`src/rtl/salu_pkg.sv`:
```
package salu_pkg;

    typedef enum logic [2:0] {
        OP_ADD  = 3'd0,
        OP_SUB  = 3'd1,
        OP_AND  = 3'd2,
        OP_OR   = 3'd3,
        OP_XOR  = 3'd4,
        OP_NOR  = 3'd5,
        OP_SEXB = 3'd6,
        OP_SEXH = 3'd7
    } alu_op_e;

    typedef enum logic [1:0] {
        SRC_OWN  = 2'd0,
        SRC_PEER = 2'd1,
        SRC_LOAD = 2'd2,
        SRC_LATE = 2'd3
    } byp_sel_e;

    // Control that travels beside the data from one stage to the next
    typedef struct packed {
        logic     vld;
        alu_op_e  op;
        byp_sel_e sa;
        byp_sel_e sb;
        logic     blk;
    } stage_ctl_t;

endpackage

```
`src/rtl/salu_bypass.sv`:
```
module salu_bypass
    import salu_pkg::*;
#(
    parameter int W = 16
) (
    input  byp_sel_e       sel,
    input  logic [W-1:0]   own,
    input  logic [W-1:0]   peer,
    input  logic [W-1:0]   load,
    input  logic [W-1:0]   late,
    output logic [W-1:0]   y
);

    // First-level operand mux: exactly four sources
    always_comb begin
        unique case (sel)
            SRC_OWN:  y = own;
            SRC_PEER: y = peer;
            SRC_LOAD: y = load;
            SRC_LATE: y = late;
        endcase
    end

endmodule

```
`src/rtl/salu_slice.sv`:
```
module salu_slice
    import salu_pkg::*;
#(
    parameter int SW = 16
) (
    input  alu_op_e        op,
    input  logic           blk,
    input  logic [SW-1:0]  a,
    input  logic [SW-1:0]  b,
    input  logic           cin,
    input  logic [SW-1:0]  sext_val,
    output logic [SW-1:0]  r,
    output logic           cout
);

    localparam int BW = 8;
    localparam int NB = SW / BW;

    logic          sub;
    logic [SW-1:0] bx;
    logic [SW-1:0] sum;
    logic [NB:0]   cc;

    assign sub   = (op == OP_SUB);
    assign bx    = sub ? ~b : b;
    assign cc[0] = cin;

    // One byte adder per byte; the carry between bytes can be cut
    for (genvar k = 0; k < NB; k++) begin : g_byte
        logic        cin_k;
        logic [BW:0] s9;
        if (k == 0) begin : g_first
            assign cin_k = cc[0];
        end else begin : g_rest
            assign cin_k = blk ? sub : cc[k];
        end
        assign s9 = {1'b0, a[k*BW +: BW]} + {1'b0, bx[k*BW +: BW]} + {{BW{1'b0}}, cin_k};
        assign sum[k*BW +: BW] = s9[BW-1:0];
        assign cc[k+1]         = s9[BW];
    end

    assign cout = cc[NB];

    always_comb begin
        unique case (op)
            OP_ADD, OP_SUB:   r = sum;
            OP_AND:           r = a & b;
            OP_OR:            r = a | b;
            OP_XOR:           r = a ^ b;
            OP_NOR:           r = ~(a | b);
            OP_SEXB, OP_SEXH: r = sext_val;
        endcase
    end

endmodule

```
`src/rtl/salu_flags.sv`:
```
module salu_flags
    import salu_pkg::*;
#(
    parameter int W = 32
) (
    input  alu_op_e       op,
    input  logic [W-1:0]  res,
    input  logic          cout,
    input  logic          ovf,
    output logic          fc,
    output logic          fz,
    output logic          fn,
    output logic          fv
);

    logic arith;

    assign arith = (op == OP_ADD) || (op == OP_SUB);
    assign fc    = arith & cout;
    assign fv    = arith & ovf;
    assign fz    = (res == '0);
    assign fn    = res[W-1];

endmodule

```
`src/rtl/staggered_alu.sv`:
```
module staggered_alu
    import salu_pkg::*;
#(
    parameter int DATA_W = 32
) (
    input  logic                clk,
    input  logic                rst_n,
    input  logic                in_vld,
    input  logic [2:0]          in_op,
    input  logic [1:0]          in_sela,
    input  logic [1:0]          in_selb,
    input  logic                in_blk,
    input  logic [DATA_W/2-1:0] peer_lo,
    input  logic [DATA_W/2-1:0] peer_hi,
    input  logic [DATA_W-1:0]   ld_data,
    input  logic [DATA_W-1:0]   late_data,
    output logic                early_vld,
    output logic [DATA_W/2-1:0] early_lo,
    output logic                res_vld,
    output logic [DATA_W-1:0]   res,
    output logic                flg_vld,
    output logic                flg_c,
    output logic                flg_z,
    output logic                flg_n,
    output logic                flg_v
);

    localparam int HALF   = DATA_W / 2;
    localparam int BYTE_W = 8;

    // Stage registers
    stage_ctl_t        ctl0, ctl1;
    logic [HALF-1:0]   lo_q, lo2_q, hi_q;
    logic [HALF-1:0]   ld_hi_q, late_hi_q;
    logic [DATA_W-1:0] late_q;
    logic              c_lo_q, sx_q;
    logic              vld2, c2_q, v2_q, vld3;
    alu_op_e           op2;
    logic              fc_d, fz_d, fn_d, fv_d;

    assign ctl0 = '{vld: in_vld, op: alu_op_e'(in_op), sa: byp_sel_e'(in_sela),
                    sb: byp_sel_e'(in_selb), blk: in_blk};

    // ---------------- LOW stage (issue cycle) ----------------
    logic [HALF-1:0] a_lo, b_lo, r_lo, sext_lo;
    logic            c_lo;

    salu_bypass #(.W(HALF)) u_byp_alo (
        .sel(ctl0.sa), .own(lo_q), .peer(peer_lo),
        .load(ld_data[HALF-1:0]), .late(late_q[HALF-1:0]), .y(a_lo));
    salu_bypass #(.W(HALF)) u_byp_blo (
        .sel(ctl0.sb), .own(lo_q), .peer(peer_lo),
        .load(ld_data[HALF-1:0]), .late(late_q[HALF-1:0]), .y(b_lo));

    assign sext_lo = (ctl0.op == OP_SEXB)
                   ? {{(HALF-BYTE_W){a_lo[BYTE_W-1]}}, a_lo[BYTE_W-1:0]}
                   : a_lo;

    salu_slice #(.SW(HALF)) u_lo (
        .op(ctl0.op), .blk(ctl0.blk), .a(a_lo), .b(b_lo),
        .cin(ctl0.op == OP_SUB), .sext_val(sext_lo), .r(r_lo), .cout(c_lo));

    always_ff @(posedge clk) begin
        if (!rst_n) begin
            ctl1      <= '0;
            lo_q      <= '0;
            c_lo_q    <= 1'b0;
            sx_q      <= 1'b0;
            ld_hi_q   <= '0;
            late_q    <= '0;
            late_hi_q <= '0;
        end else begin
            ctl1      <= ctl0;
            lo_q      <= r_lo;
            c_lo_q    <= c_lo;
            sx_q      <= sext_lo[HALF-1];
            ld_hi_q   <= ld_data[DATA_W-1:HALF];
            late_q    <= late_data;
            late_hi_q <= late_q[DATA_W-1:HALF];
        end
    end

    // ---------------- HIGH stage (issue + 1) ----------------
    logic [HALF-1:0] a_hi, b_hi, r_hi, bx_hi;
    logic            c_hi, cin_hi, v_hi;

    salu_bypass #(.W(HALF)) u_byp_ahi (
        .sel(ctl1.sa), .own(hi_q), .peer(peer_hi),
        .load(ld_hi_q), .late(late_hi_q), .y(a_hi));
    salu_bypass #(.W(HALF)) u_byp_bhi (
        .sel(ctl1.sb), .own(hi_q), .peer(peer_hi),
        .load(ld_hi_q), .late(late_hi_q), .y(b_hi));

    assign cin_hi = ctl1.blk ? (ctl1.op == OP_SUB) : c_lo_q;

    salu_slice #(.SW(HALF)) u_hi (
        .op(ctl1.op), .blk(ctl1.blk), .a(a_hi), .b(b_hi),
        .cin(cin_hi), .sext_val({HALF{sx_q}}), .r(r_hi), .cout(c_hi));

    assign bx_hi = (ctl1.op == OP_SUB) ? ~b_hi : b_hi;
    assign v_hi  = (a_hi[HALF-1] == bx_hi[HALF-1]) && (r_hi[HALF-1] != a_hi[HALF-1]);

    always_ff @(posedge clk) begin
        if (!rst_n) begin
            vld2  <= 1'b0;
            op2   <= OP_ADD;
            hi_q  <= '0;
            lo2_q <= '0;
            c2_q  <= 1'b0;
            v2_q  <= 1'b0;
        end else begin
            vld2  <= ctl1.vld;
            op2   <= ctl1.op;
            hi_q  <= r_hi;
            lo2_q <= lo_q;
            c2_q  <= c_hi;
            v2_q  <= v_hi;
        end
    end

    // ---------------- FLAG stage (issue + 2) ----------------
    salu_flags #(.W(DATA_W)) u_flags (
        .op(op2), .res({hi_q, lo2_q}), .cout(c2_q), .ovf(v2_q),
        .fc(fc_d), .fz(fz_d), .fn(fn_d), .fv(fv_d));

    always_ff @(posedge clk) begin
        if (!rst_n) begin
            vld3  <= 1'b0;
            flg_c <= 1'b0;
            flg_z <= 1'b0;
            flg_n <= 1'b0;
            flg_v <= 1'b0;
        end else begin
            vld3  <= vld2;
            flg_c <= fc_d;
            flg_z <= fz_d;
            flg_n <= fn_d;
            flg_v <= fv_d;
        end
    end

    assign early_vld = ctl1.vld;
    assign early_lo  = lo_q;
    assign res_vld   = vld2;
    assign res       = {hi_q, lo2_q};
    assign flg_vld   = vld3;

    // ---------------- Assertions ----------------
    a_r2_early_after_issue: assert property (@(posedge clk) disable iff (!rst_n)
        in_vld |=> early_vld);

    a_r2_result_after_early: assert property (@(posedge clk) disable iff (!rst_n)
        early_vld |=> res_vld);

    a_r2_low_half_kept: assert property (@(posedge clk) disable iff (!rst_n)
        early_vld |=> (res[HALF-1:0] == $past(early_lo)));

    a_r4_flags_after_result: assert property (@(posedge clk) disable iff (!rst_n)
        res_vld |=> flg_vld);

    a_r9_zero_from_both_halves: assert property (@(posedge clk) disable iff (!rst_n)
        flg_vld |-> (flg_z == ($past(res) == '0)));

    a_r9_sign_from_top_bit: assert property (@(posedge clk) disable iff (!rst_n)
        flg_vld |-> (flg_n == $past(res[DATA_W-1])));

    a_r7_nonarith_clear: assert property (@(posedge clk) disable iff (!rst_n)
        (res_vld && (op2 inside {OP_AND, OP_OR, OP_XOR, OP_NOR, OP_SEXB, OP_SEXH}))
        |=> (!flg_c && !flg_v));

endmodule

```
`config.mk`:
```
export PLATFORM = sky130hd
export DESIGN_NAME = staggered_alu
export DESIGN_NICKNAME = d
export VERILOG_FILES = /design/src/rtl/salu_pkg.sv /design/src/rtl/salu_bypass.sv /design/src/rtl/salu_slice.sv /design/src/rtl/salu_flags.sv /design/src/rtl/staggered_alu.sv
export SDC_FILE = /design/constraint.sdc
export NUM_CORES = 1
export LEC_CHECK = 0
export ABC_AREA = 1
export BUFFER_PORTS_ARGS = -buffer_cell sky130_fd_sc_hd__buf_2
export CORE_ASPECT_RATIO = 0.5
export CORE_MARGIN = 8
export CORE_UTILIZATION = 45
export DETAILED_ROUTE_END_ITERATION = 6
export PLACE_DENSITY = 0.8
export SYNTH_ARGS = -nofsm -noshare
export SYNTH_HDL_FRONTEND = slang
export SYNTH_SLANG_ARGS = --single-unit
```
`constraint.sdc`:
```
create_clock -name clk -period 4.05 [get_ports clk]
set_input_delay 0 -clock clk [delete_from_list [all_inputs] [get_ports clk]]
set_output_delay 0 -clock clk [all_outputs]
set_load 0.02 [all_outputs]
```
### Word-level counts from Yosys, hierarchy flattened

Cells that the tools add are included.

* muxes and demuxes: 12
* reduce and logical (&&, ||, !) cells: 14
* bitwise gates (word level): 12
* equality and inequality tests: 29
* add/sub/neg operators: 8

Operators with widths (count)
* $pmux 16 s4: 4
* $pmux 16 s6: 2
* $not 16->16: 4
* $mux 16: 3
* $add 8x8->9: 4
* $add 9x1->9: 4
* $and 16x16->16: 2
* $logic_not 32->1: 1
* $or 16x16->16: 2
* $xor 16x16->16: 2
* $eq 3x3->1 const B: 8
* $eq 2x2->1 const B: 8
* $eq 3x2->1 const B: 4
* $eq 3x1->1 const B: 3
* $logic_not 3->1: 3
* $eq 2x1->1 const B: 4
* $logic_not 2->1: 4
* $reduce_or 2->1: 4
* $mux 1: 3
* $and 1x1->1: 2
* $eq 1x1->1: 1
* $logic_and 1x1->1: 1
* $logic_or 1x1->1: 1
* $ne 1x1->1: 1

* register bits: 134
* input port bits: 107
* logic and storage cells: 97
* output and inout bits: 55

### Depth between registers and ports, before layout

Gate-level depths: netlist (run 1).

* depth in word-level cells: 11
* gate-level depth with buffers: 29
* mapped depth without buffers: 28

### By module

A second synthesis (run 1) with hierarchy kept.

* cell total of the unflattened synthesis: 1609
* area total of the unflattened synthesis: 10536.4 um^2

Modules (own cells, without submodules)
* staggered_alu: times used 1, area an instance 3961.3 um^2, cells an instance 451, seq. area each 2682.6 um^2
* salu_slice at u_hi: times used 1, area an instance 2170.8 um^2, cells an instance 374, seq. area each 0.0 um^2
* salu_slice at u_lo: times used 1, area an instance 2168.3 um^2, cells an instance 374, seq. area each 0.0 um^2
* salu_bypass: times used 4, area an instance 524.3 um^2, cells an instance 94, seq. area each 0.0 um^2
* salu_flags: times used 1, area an instance 138.9 um^2, cells an instance 34, seq. area each 0.0 um^2

### Worst setup path after synthesis (run 1)

No wires, ideal clock.

* path type: flip-flop to flip-flop
* start: reg ctl1[3] (netlist name)
* end: reg c2_q
* buffers on the path: 2
* cell stages (with the launch flop): 25
* setup time: 132 ps
* required time: 3918 ps
* period minus slack after synthesis: 4308 ps
* slack: -258 ps
* data arrival time: 4176 ps
* cells stage by stage: dfxtp_1 -> buf_2 -> nor2_2 -> clkinv_1 -> clkbuf_1 -> o21ai_0 -> inv_1 -> fa_1 -> fa_1 -> nand3_1 -> nand2_1 -> a21oi_1 -> o21bai_1 -> a21oi_1 -> nor2_1 -> o31ai_1 -> fa_1 -> fa_1 -> o21ai_0 -> nand2_1 -> nand2_1 -> a21oi_1 -> nor2_1 -> o21ai_0 -> a21oi_1

* longest elaborated chain between the ends: 6
* elaborated cells on any way between the ends: 10
* those cells by class: add/sub: 4; eq/ne: 3; mux: 2; reduce/logical: 1

RTL lines
* start, declared: line staggered_alu.sv:32 `stage_ctl_t ctl0, ctl1;`
* start signal, assigned: line staggered_alu.sv:73 `ctl1 <= ctl0;`
* $eq 2x2->1, or another cell as far along: line salu_bypass.sv:16 `unique case (sel)`
* $pmux 16 s4 *: line salu_bypass.sv:16
* $add 8x8->9: line salu_slice.sv:37 `assign s9 = {1'b0, a[k*BW +: BW]} + {1'b0, bx[k*BW +: BW]} + {{BW{1'b0}}, cin_k};`
* $add 9x1->9: line salu_slice.sv:37
* $mux 1: line salu_slice.sv:35 `assign cin_k = blk ? sub : cc[k];`
* $add 9x1->9 *: line salu_slice.sv:37
* end signal, assigned: line staggered_alu.sv:116 `c2_q <= c_hi;`
* end, declared: line staggered_alu.sv:37 `logic vld2, c2_q, v2_q, vld3;`

Every way passes the cells marked *; elsewhere a longest branch is shown, timed or not.
A chain may end at the register's enable or synchronous reset.

### Final worst setup path (run 1)

* start: reg ctl1[1] (netlist name)
* end: reg c2_q

* longest elaborated chain between the ends: 8
* elaborated cells on any way between the ends: 12
* those cells by class: add/sub: 4; eq/ne: 3; mux: 3; bitwise: 1; reduce/logical: 1

RTL lines
* $eq 2x2->1, or another cell as far along: line salu_bypass.sv:16
* $pmux 16 s4 *: line salu_bypass.sv:16
* $not 16->16: line salu_slice.sv:25 `assign bx = sub ? ~b : b;`
* $mux 16 *: line salu_slice.sv:25
* $add 8x8->9: line salu_slice.sv:37
* $add 9x1->9: line salu_slice.sv:37
* $mux 1: line salu_slice.sv:35
* $add 9x1->9 *: line salu_slice.sv:37

Marked as above.

==> results of run 1 <==
power by group:
part,switching [W],internal (W),leakage [nW]
Clock,0.000720,0.000878,0.287
Sequential,0.000130,0.00143,1.10
Combinational,0.00107,0.000780,5.15
Total,0.00192,0.00309,6.54
path summary, 6_finish.rpt:
path / from / end / slack, ns
max: ctl1[1]$_SDFF_PN0_ / c2_q$_SDFF_PN0_ / 0.04
min: in_selb[1] / ctl1[2]$_SDFF_PN0_ / 0.05
max reg2reg: ctl1[1]$_SDFF_PN0_ / c2_q$_SDFF_PN0_ / 0.04
min reg2reg: late_q[17]$_SDFF_PN0_ / late_hi_q[1]$_SDFF_PN0_ / 0.42
worst reg2reg max path: cells and delay by family, from the launching register on:
family | cells | cell delay (ns)
and+or+nand+nor | 8 | 0.57
AOI/OAI and AO/OA | 10 | 1.31
adders and majority gates | 4 | 1.26
buffers and inverters | 1 | 0.06
DFF | 1 | 0.42
xor gates and xnor gates | 1 | 0.20
layout by cell type (no fill, tap or decap), drive strengths merged, types with 5 or more instances in the layout:
cell	count
dfxtp	133
ha	92
nand2	340
o21a	5
o21ai	143
nand3	53
clkinv	7
a21oi	39
nor3	6
xor2	42
a31oi	6
fa	7
nor4	5
a41oi	5
xnor2	6
a211oi	7
o2111ai	21
o211ai	11
buf	249
a221oi	27
a22oi	10
dlygate4sd3	61
inv	253
clkbuf	17
nor2	48
synth_stat cells, drive strengths merged:
cell type  number  area, sq um
a2111oi         1         8.76
a211oi          7         52.6
a21o            1         7.51
a21oi          39          203
a221oi         27          236
a22o            1         8.76
a22oi          10         75.1
a31oi           6         37.5
a41oi           5         43.8
and2            3         18.8
and3            1         6.26
buf            21          125
bufinv          1         17.5
clkbuf         27          101
clkinv          3         11.3
dfxtp         133         2660
fa              7          140
ha             92         1150
inv           245          922
nand2         340         1320
nand3          53          285
nand4           1         6.26
nor2           48          210
nor3            6         35.0
nor4            5         31.3
o2111ai        21          184
o211ai         11         82.6
o21a            5         37.5
o21ai         143          719
o21bai          3         22.5
o311ai          1         8.76
o31ai           1         7.51
or2             3         18.8
or4             2         15.0
xnor2           6         52.6
xor2           42          368
state kept, by name (all words and copies together), names as in the netlist, 2 cells and up:
register / count
late_q: 32
early_lo: 16
hi_q: 16
late_hi_q: 16
ld_hi_q: 16
lo2_q: 16
ctl1: 8
op2: 2
logic make-up (layout without fill, tap and decap cells):
family          after synthesis  in the layout  synth area share (%)
simple gates                462            462                  21.1
compound gates              282            282                  18.8
other cells                   0              2                     0
flops                       133            133                  28.8
xor+xnor                     48             48                  4.55
buf+inv                     297            591                  12.8
fa+ha+maj                    99             99                  14.0
final cells by class:
class,count,area (sq um),area share [%]
repair buffers,310,2100,17.2
clock buffers,17,425,3.49
flip-flops and latches,133,2670,21.9
inverters,249,955,7.84
multi-input cells,891,5520,45.3
well taps,273,342,2.80
diodes,2,5.00,0.0411
clock inverters,15,166,1.37
what timing repair did:
item                       4_1_cts  5_1_grt
resized for setup                7       39
buffers inserted                 0        8
hold buffers                    61        0
setup endpoints to repair        6       14
pin swaps                        1       27
hold endpoints to repair        67        0
through the flow:
stage / instances / util (%) / area, sq um
final: 1890 / 60.0 / 12200
after global routing: 1890 / 60.0 / 12200
after CTS: 1880 / 59.1 / 12000
after detailed placement: 1787 / 53.1 / 10800
after global placement: 1787 / 53.1 / 10800
after floorplan: 1321 / - / 9260
routing by layer:
metal / share of wire (%) / track usage (%) / up-vias / wire (um)
met5: 0 / 0 / - / 0
met4: 5.0 / 13.9 / 0 / 1580
met3: 8.9 / 5.16 / 128 / 2830
met2: 47 / 41.4 / 560 / 15100
met1: 39 / 28.6 / 4655 / 12400
li1: - / - / 4839 / -
==> out/qor.yml, run 1 <==
timing:
  slew_headroom_pct: 22.7
  worst_pin_slew_ns: 1.16
  fmax_mhz: 249
  timing.final.crit_share_pct: 99.1
  setup_viol: 0
  fin_skew_ns: 0.0200
  timing.hold.ws_ns: 0.0453
  period_minus_slack_ns: 4.01
  hold_viol_final: 0
  setup_ws_ns: 0.0368
  maxSlewViolCount: 0
  rsz0062_at_grt: "yes"
  tns_ns: 0
critical_path:
  crit_path_cell_trace: "nand2_2 > clkinv_1 > nand2_1 > o2111ai_2 > o21ai_2 > xor2_2 > fa_2 > fa_2 > nand3_2 > nand2_1 > a21oi_1 > o21bai_1 > a21oi_1 > nor2_1 > o31ai_2 > fa_2 > fa_2 > o21ai_2 > nand2_1 > nand2_1 > a21oi_2 > nor2_1 > o21ai_1 > a21oi_1"
  worst-setup-path-type: "flop to flop"
  max_stage_delay_ns: 0.42
  cp_max_fo: 7
  cp_top_family: "compound AO/OA/AOI/OAI gates"
  endpoint_kind: "flop"
  start_kind: "flop"
  crit_buf_inv: 1
  rr_worst_depth: 24
  worstPathArrival_ns: 4.27
  cp_slowest_cell: "dfxtp_4"
  worstPathRequired_ns: 4.31
  cp_num_cells: 24
grt:
  antenna_found_initial: 2
  grt_max_degree: 92
  overflow: 0
  grt_pass1_vias: 10000
  grt_pass1_wl_um: 49900
  grt_util_all_layers_pct: 24.3
place:
  hpwlAfterDp_um: 22000
  gp_congestion: 0.968
  post-place-ws_ns: -0.111
  portBuffers: 161
clock_tree:
  htree_levels: 4
  clk_pin_slew_ns: 0.07
  cts.path.max_buffers: 2
  clk_latency_ns: 0.44
  cts_tree: "yes"
  cts-root-buf: "clkbuf_16"
  numClockSinks: 133
  numCtsBuffers: 17
floorplanning:
  fp-row-count: 37
  die_height_um: 117
  design.core.area_sq_um: 20300
  ios: 162
  die_width_um: 219
  dieArea_sq_um: 25600
  initial_core_util_pct: 45.4
layout:
  fin_nets: 1808
  drive_gt1_share_pct: 22.4
  area_growth_syn_to_layout_pct: 32.0
  fill_cells: 1743
synth:
  netlist_instances: 1321
  syn-num-nets: 1527
  ys_warn_count: 0
  syn_area_per_cell_sq_um: 6.99
  ys_ff_latch: 133
  yosysUniqueCellTypes: 50
  synth_area_sq_um: 9230
  ys_seq_area_share_pct: 28.8
power:
  powerDensity_nw_per_um2: 411
  total_power_w: 0.00501
  p_leak_nw: 6.54
  vdd_drop_max_mv: 0.329
flow_run:
  maxCapViolations: 0
drt:
  wl_per_cell_um: 16.9
  wl_um: 31900
  first_iter_violations: 939
  vias: 10200
  ant_nets: 0
  via_per_inst: 5.39
  drc: 0
  first_pass_iters: 5
hold_path:
  min_path_cells: 4
  holdCritPathClass: "input port to flop"
outcome:
  outcome: "completed"
Power figures use the tool's default switching activity.
==> run 2: changes to the inputs <==
==> constraint.sdc (replaced) <==
create_clock -name clk -period 4.05 [get_ports clk]
set_input_delay 0.6075 -clock clk [delete_from_list [all_inputs] [get_ports clk]]
set_output_delay 0.6075 -clock clk [all_outputs]
set_load 0.02 [all_outputs]
==> run 2 against run 1 <==
  * Cell area is 0.37% lower
  * Utilization down 0.22 points
  * Register-to-register slack better by 0.08 ns
  * Flip-flop and latch count did not move
  * Hold slack better by 0.32 ns
  * Total power rose by 3.1%
  * Final cell count decreased by 0.32%
  * Critical path depth is 1 higher
  * Global-route usage decreased by 0.64 points
  * Combinational power grew 5%
  * Largest power group unchanged
  * Highest routed layer unchanged
==> out/qor.yml, run 2 (synthesis results as in run 1) <==
drt:
  wl_per_cell_um: 16.6
  ant_nets: 0
  wl_um: 31300
  first_iter_violations: 850
  vias: 9988
  via_per_inst: 5.30
  first_pass_iters: 5
  drc: 0
timing:
  tns_ns: 0
  worst_pin_slew_ns: 0.809
  hold_viol_final: 0
  setup_viol: 0
  rsz0062_at_grt: "yes"
  timing.hold.ws_ns: 0.361
  maxSlewViolCount: 0
  timing.final.crit_share_pct: 99.5
  period_minus_slack_ns: 4.03
  slew_headroom_pct: 45.9
  fmax_mhz: 248
  fin_skew_ns: 0.0141
layout:
  seqCellArea_sq_um: 2680
  regMostFlops: "late_q"
  largest_reg_flops: 32
  fill_cells: 1826
  final_cell_area_sq_um: 12100
  area_growth_syn_to_layout_pct: 31.5
  final_common_cell: "nand2_1"
  multi_input_area_sq_um: 5610
  most-common-layout-cells: "327 x nand2_1, 225 x inv_1, 157 x buf_2, 142 x buf_4, 129 x dfxtp_1"
  fin_nets: 1804
  fin_util_pct: 59.7
  n_antenna_cell: 0
  drive_gt1_share_pct: 26.9
floorplanning:
  die_width_um: 219
  die_height_um: 117
  dieArea_sq_um: 25600
  design.core.area_sq_um: 20300
  fp-row-count: 37
  initial_core_util_pct: 45.4
  ios: 162
clock_tree:
  cts_hold_buffers: 0
  cts.path.max_buffers: 2
  htree_levels: 4
  cts_tree: "yes"
  cts-root-buf: "clkbuf_16"
  numClockSinks: 133
  clk_pin_slew_ns: 0.07
  numCtsBuffers: 17
  clk_latency_ns: 0.43
power:
  vdd_drop_max_mv: 0.246
  internal_power_w: 0.00326
  total_power_w: 0.00517
  share_comb_of_total_power_pct: 37.8
  p_leak_nw: 6.61
  p_clk_share_pct: 31.9
  swShare_pct: 37.0
  p_switching_w: 0.00191
  power.share.sequential_pct: 30.3
  powerDensity_nw_per_um2: 426
grt:
  grt_max_degree: 77
  antenna_found_initial: 0
  grt_pass1_wl_um: 48400
  overflow: 0
  grt_pass1_vias: 9703
  grt_util_all_layers_pct: 23.7
critical_path:
  endpoint_kind: "flop"
  start_kind: "input port"
  cp_max_fo: 5
  worstPathArrival_ns: 4.33
  worstPathRequired_ns: 4.35
  worst-setup-path-type: "input port to flop"
place:
  place_area_sq_um: 11100
  portBuffers: 161
  hpwlAfterDp_um: 23700
  gp_congestion: 0.968
flow_run:
  maxCapViolations: 0
outcome:
  outcome: "completed"
hold_path:
  holdCritPathClass: "input port to flop"
## run 2: power groups by stage
stage | sequential (W) | combinational (W) | clock, W
after detailed placement | 0.00159 | 0.00177 | 0
after global routing | 0.00158 | 0.00215 | 0.00173
after CTS | 0.00156 | 0.00182 | 0.00166
after floorplan | 0.00162 | 0.00107 | 0
final | 0.00157 | 0.00195 | 0.00165
after global placement | 0.00159 | 0.00173 | 0
## run 2: timing repair
| action | 4_1_cts | 5_1_grt |
|---|---|---|
| endpoints found under the setup margin | 10 | 14 |
| cloned | 0 | 0 |
| pin swaps | 10 | 51 |
| gates resized for setup | 20 | 64 |
| buffers inserted | 3 | 19 |
## run 2: final cells by class
| class | count | area share (%) |
|---|---|---|
| timing repair buffer | 306 | 15.9 |
| clock buffer | 18 | 3.54 |
| tap | 273 | 2.81 |
| sequential | 133 | 22.1 |
| inverter | 249 | 7.96 |
| clock inverter | 14 | 1.53 |
| multi-input combinational | 891 | 46.2 |
## run 2: per-stage QoR
step                      setup slack [ns]  cells
after floorplan                   -0.00181   1321
after global placement              -0.336   1830
after detailed placement            -0.466   1830
after CTS                           0.0137   1865
after global routing                -0.198   1884
final                               0.0189   1884
## run 2: critical path: stages
cell and delay (ns):
buf_8 0.11, buf_6 0.12, nor2_4 0.11, buf_6 0.12
nand2_1 0.06, nand3_2 0.07, o21ai_2 0.06, xor2_1 0.15
ha_1 0.32, nand3_2 0.10, nand2_2 0.09, a21oi_2 0.06
o21bai_1 0.20, and2_1 0.19, o21ai_1 0.08, a22o_1 0.22
fa_2 0.40, fa_2 0.43, o21ai_2 0.18, a21oi_2 0.07
o21bai_1 0.18, and2_1 0.16, nor2_1 0.05, a21oi_1 0.13
nor2_1 0.05
## run 2: path summary, 6_finish.rpt
check / startpoint / to / slack [ns] / cells after the start
max: in_selb[1] / early_lo[14]$_SDFF_PN0_ / 0.02 / 25
min: late_data[1] / late_q[1]$_SDFF_PN0_ / 0.36 / 3
max reg2reg: ctl1[2]$_SDFF_PN0_ / hi_q[12]$_SDFF_PN0_ / 0.12 / 23
min reg2reg: late_q[30]$_SDFF_PN0_ / late_hi_q[14]$_SDFF_PN0_ / 0.41 / 2
## run 2: layer usage
layer,global-route usage (%),routed length (um),part of all wire [%],vias up
li1,-,-,-,4849
met5,0,0,0,-
met3,4.31,2610,8.3,100
met1,27.7,12300,39,4585
met2,41.6,15200,49,454
met4,12.6,1250,4.0,0
==> run 3: changes to the inputs <==
- PLACE_DENSITY: 0.8 -> 0.69
- RECOVER_POWER: unset -> 100
==> run 3 against run 2 <==
  * The flow now finishes with violations (capacitance limit, slew limit)
  * Clock power shrank 7%
  * Hold slack lost 0.016 ns
  * Routed wire length grew 1.9%
  * Clock-buffer cell count grew 1
==> out/qor.yml, run 3 (synthesis results as in run 1) <==
outcome:
  outcome: "complete, but fails checks"
  violations: "capacitance limit, slew limit"
grt:
  grt_pass1_wl_um: 49000
  grt_util_all_layers_pct: 24.1
  antenna_found_initial: 0
  overflow: 0
  grt_pass1_vias: 9800
  grt_max_degree: 62
critical_path:
  crit_buf_inv: 6
  cp_top_family: "adder cells"
  worstPathArrival_ns: 4.30
  start_kind: "flop"
  worstPathRequired_ns: 4.33
  cp_slowest_cell: "fa_2"
  max_stage_delay_ns: 0.41
  cp_max_fo: 9
  crit_path_cell_trace: "buf_6 > nor2_4 > inv_2 > buf_4 > buf_8 > o2111ai_1 > o21ai_1 > xor2_1 > fa_2 > nand3_2 > nand2_2 > a21oi_2 > o21bai_2 > a21oi_2 > nor2_2 > o31ai_4 > fa_2 > fa_2 > o21ai_2 > nand2_1 > buf_4 > buf_4 > a21oi_2 > a211oi_1"
  endpoint_kind: "flop"
  worst-setup-path-type: "flop to flop"
timing:
  timing.hold.ws_ns: 0.345
  fmax_mhz: 248
  setup_viol: 0
  worst_pin_slew_ns: 2.01
  rsz0062_at_grt: "yes"
  timing.final.crit_share_pct: 99.4
  period_minus_slack_ns: 4.03
  tns_ns: 0
  slew_headroom_pct: -34.1
  fin_skew_ns: 0.00974
  maxSlewViolCount: 50
  hold_viol_final: 0
layout:
  fin_util_pct: 59.8
  fill_cells: 1855
  drive_gt1_share_pct: 24.0
  final_cell_area_sq_um: 12100
  n_antenna_cell: 0
  fin_nets: 1806
  final_common_cell: "nand2_1"
  largest_reg_flops: 32
  regMostFlops: "late_q"
  most-common-layout-cells: "324 x nand2_1, 224 x inv_1, 137 x buf_4, 130 x dfxtp_1, 103 x buf_2"
  area_growth_syn_to_layout_pct: 31.5
clock_tree:
  numCtsBuffers: 17
  cts_hold_buffers: 0
  cts_tree: "yes"
  numClockSinks: 133
  clk_pin_slew_ns: 0.07
  clk_latency_ns: 0.44
  cts-root-buf: "clkbuf_16"
  cts.path.max_buffers: 2
  htree_levels: 4
place:
  place_area_sq_um: 11100
  hpwlAfterDp_um: 23900
  gp_congestion: 0.948
  portBuffers: 161
drt:
  first_iter_violations: 795
  via_per_inst: 5.36
  wl_per_cell_um: 16.9
  ant_nets: 0
  first_pass_iters: 6
  wl_um: 31900
  drc: 0
  vias: 10100
floorplanning:
  ios: 162
  initial_core_util_pct: 45.4
  die_height_um: 117
  design.core.area_sq_um: 20300
  dieArea_sq_um: 25600
  die_width_um: 219
  fp-row-count: 37
hold_path:
  holdCritPathClass: "input port to flop"
power:
  powerDensity_nw_per_um2: 421
  vdd_drop_max_mv: 0.271
  p_leak_nw: 6.41
flow_run:
  maxCapViolations: 1
## run 3: repair_timing
item,CTS,global route
pin swaps,19,52
buffers inserted,17,12
hold endpoints to repair,0,0
gates cloned,0,1
resized for setup,31,71
setup endpoints to repair,7,16
## run 3: worst min-delay path: stages
cell and delay, ns:
buf_2 0.08, nand2_1 0.04, inv_1 0.04
## run 3: per-layer routing
metal	global-route usage (%)	up-vias	wire length, um
li1	-	4840	-
met1	28.5	4794	13600
met2	42.4	400	15500
met3	6.11	75	2090
met4	8.82	0	767
met5	0	-	0
## run 3: final timing paths
check                   startpoint                       to  cells after the start  slack, ns
max             ctl1[2]$_SDFF_PN0_      hi_q[12]$_SDFF_PN0_                     24       0.02
min                    ld_data[31]   ld_hi_q[15]$_SDFF_PN0_                      3       0.34
max reg2reg     ctl1[2]$_SDFF_PN0_      hi_q[12]$_SDFF_PN0_                     24       0.02
min reg2reg  late_q[20]$_SDFF_PN0_  late_hi_q[4]$_SDFF_PN0_                      2       0.41
## run 3: final cells by class
class	count	area, sq um	share of cell area (%)
multi-input combinational	891	5670	46.6
sequential	133	2670	22.0
timing repair buffer	307	1920	15.8
inverter	249	972	8.00
clock buffer	19	453	3.73
tap	273	342	2.81
clock inverter	12	120	0.989
timing repair inverter	1	8.76	0.0721
## run 3: stage by stage
step / cells / setup slack [ns] / power [W]
floorplan: 1321 / -0.00181 / 0.00269
global placement: 1827 / -0.329 / 0.00330
detailed placement: 1827 / -0.448 / 0.00336
CTS: 1875 / 0.0171 / 0.00502
global route: 1885 / -0.148 / 0.00541
finish: 1885 / 0.0228 / 0.00512
## run 3: power by group
group	internal, W	leakage [nW]	switching, W	total (W)
clock	0.000886	0.283	0.000650	0.00154
sequential	0.00143	1.10	0.000133	0.00157
combinational	0.000873	5.02	0.00114	0.00201
total	0.00319	6.41	0.00193	0.00512
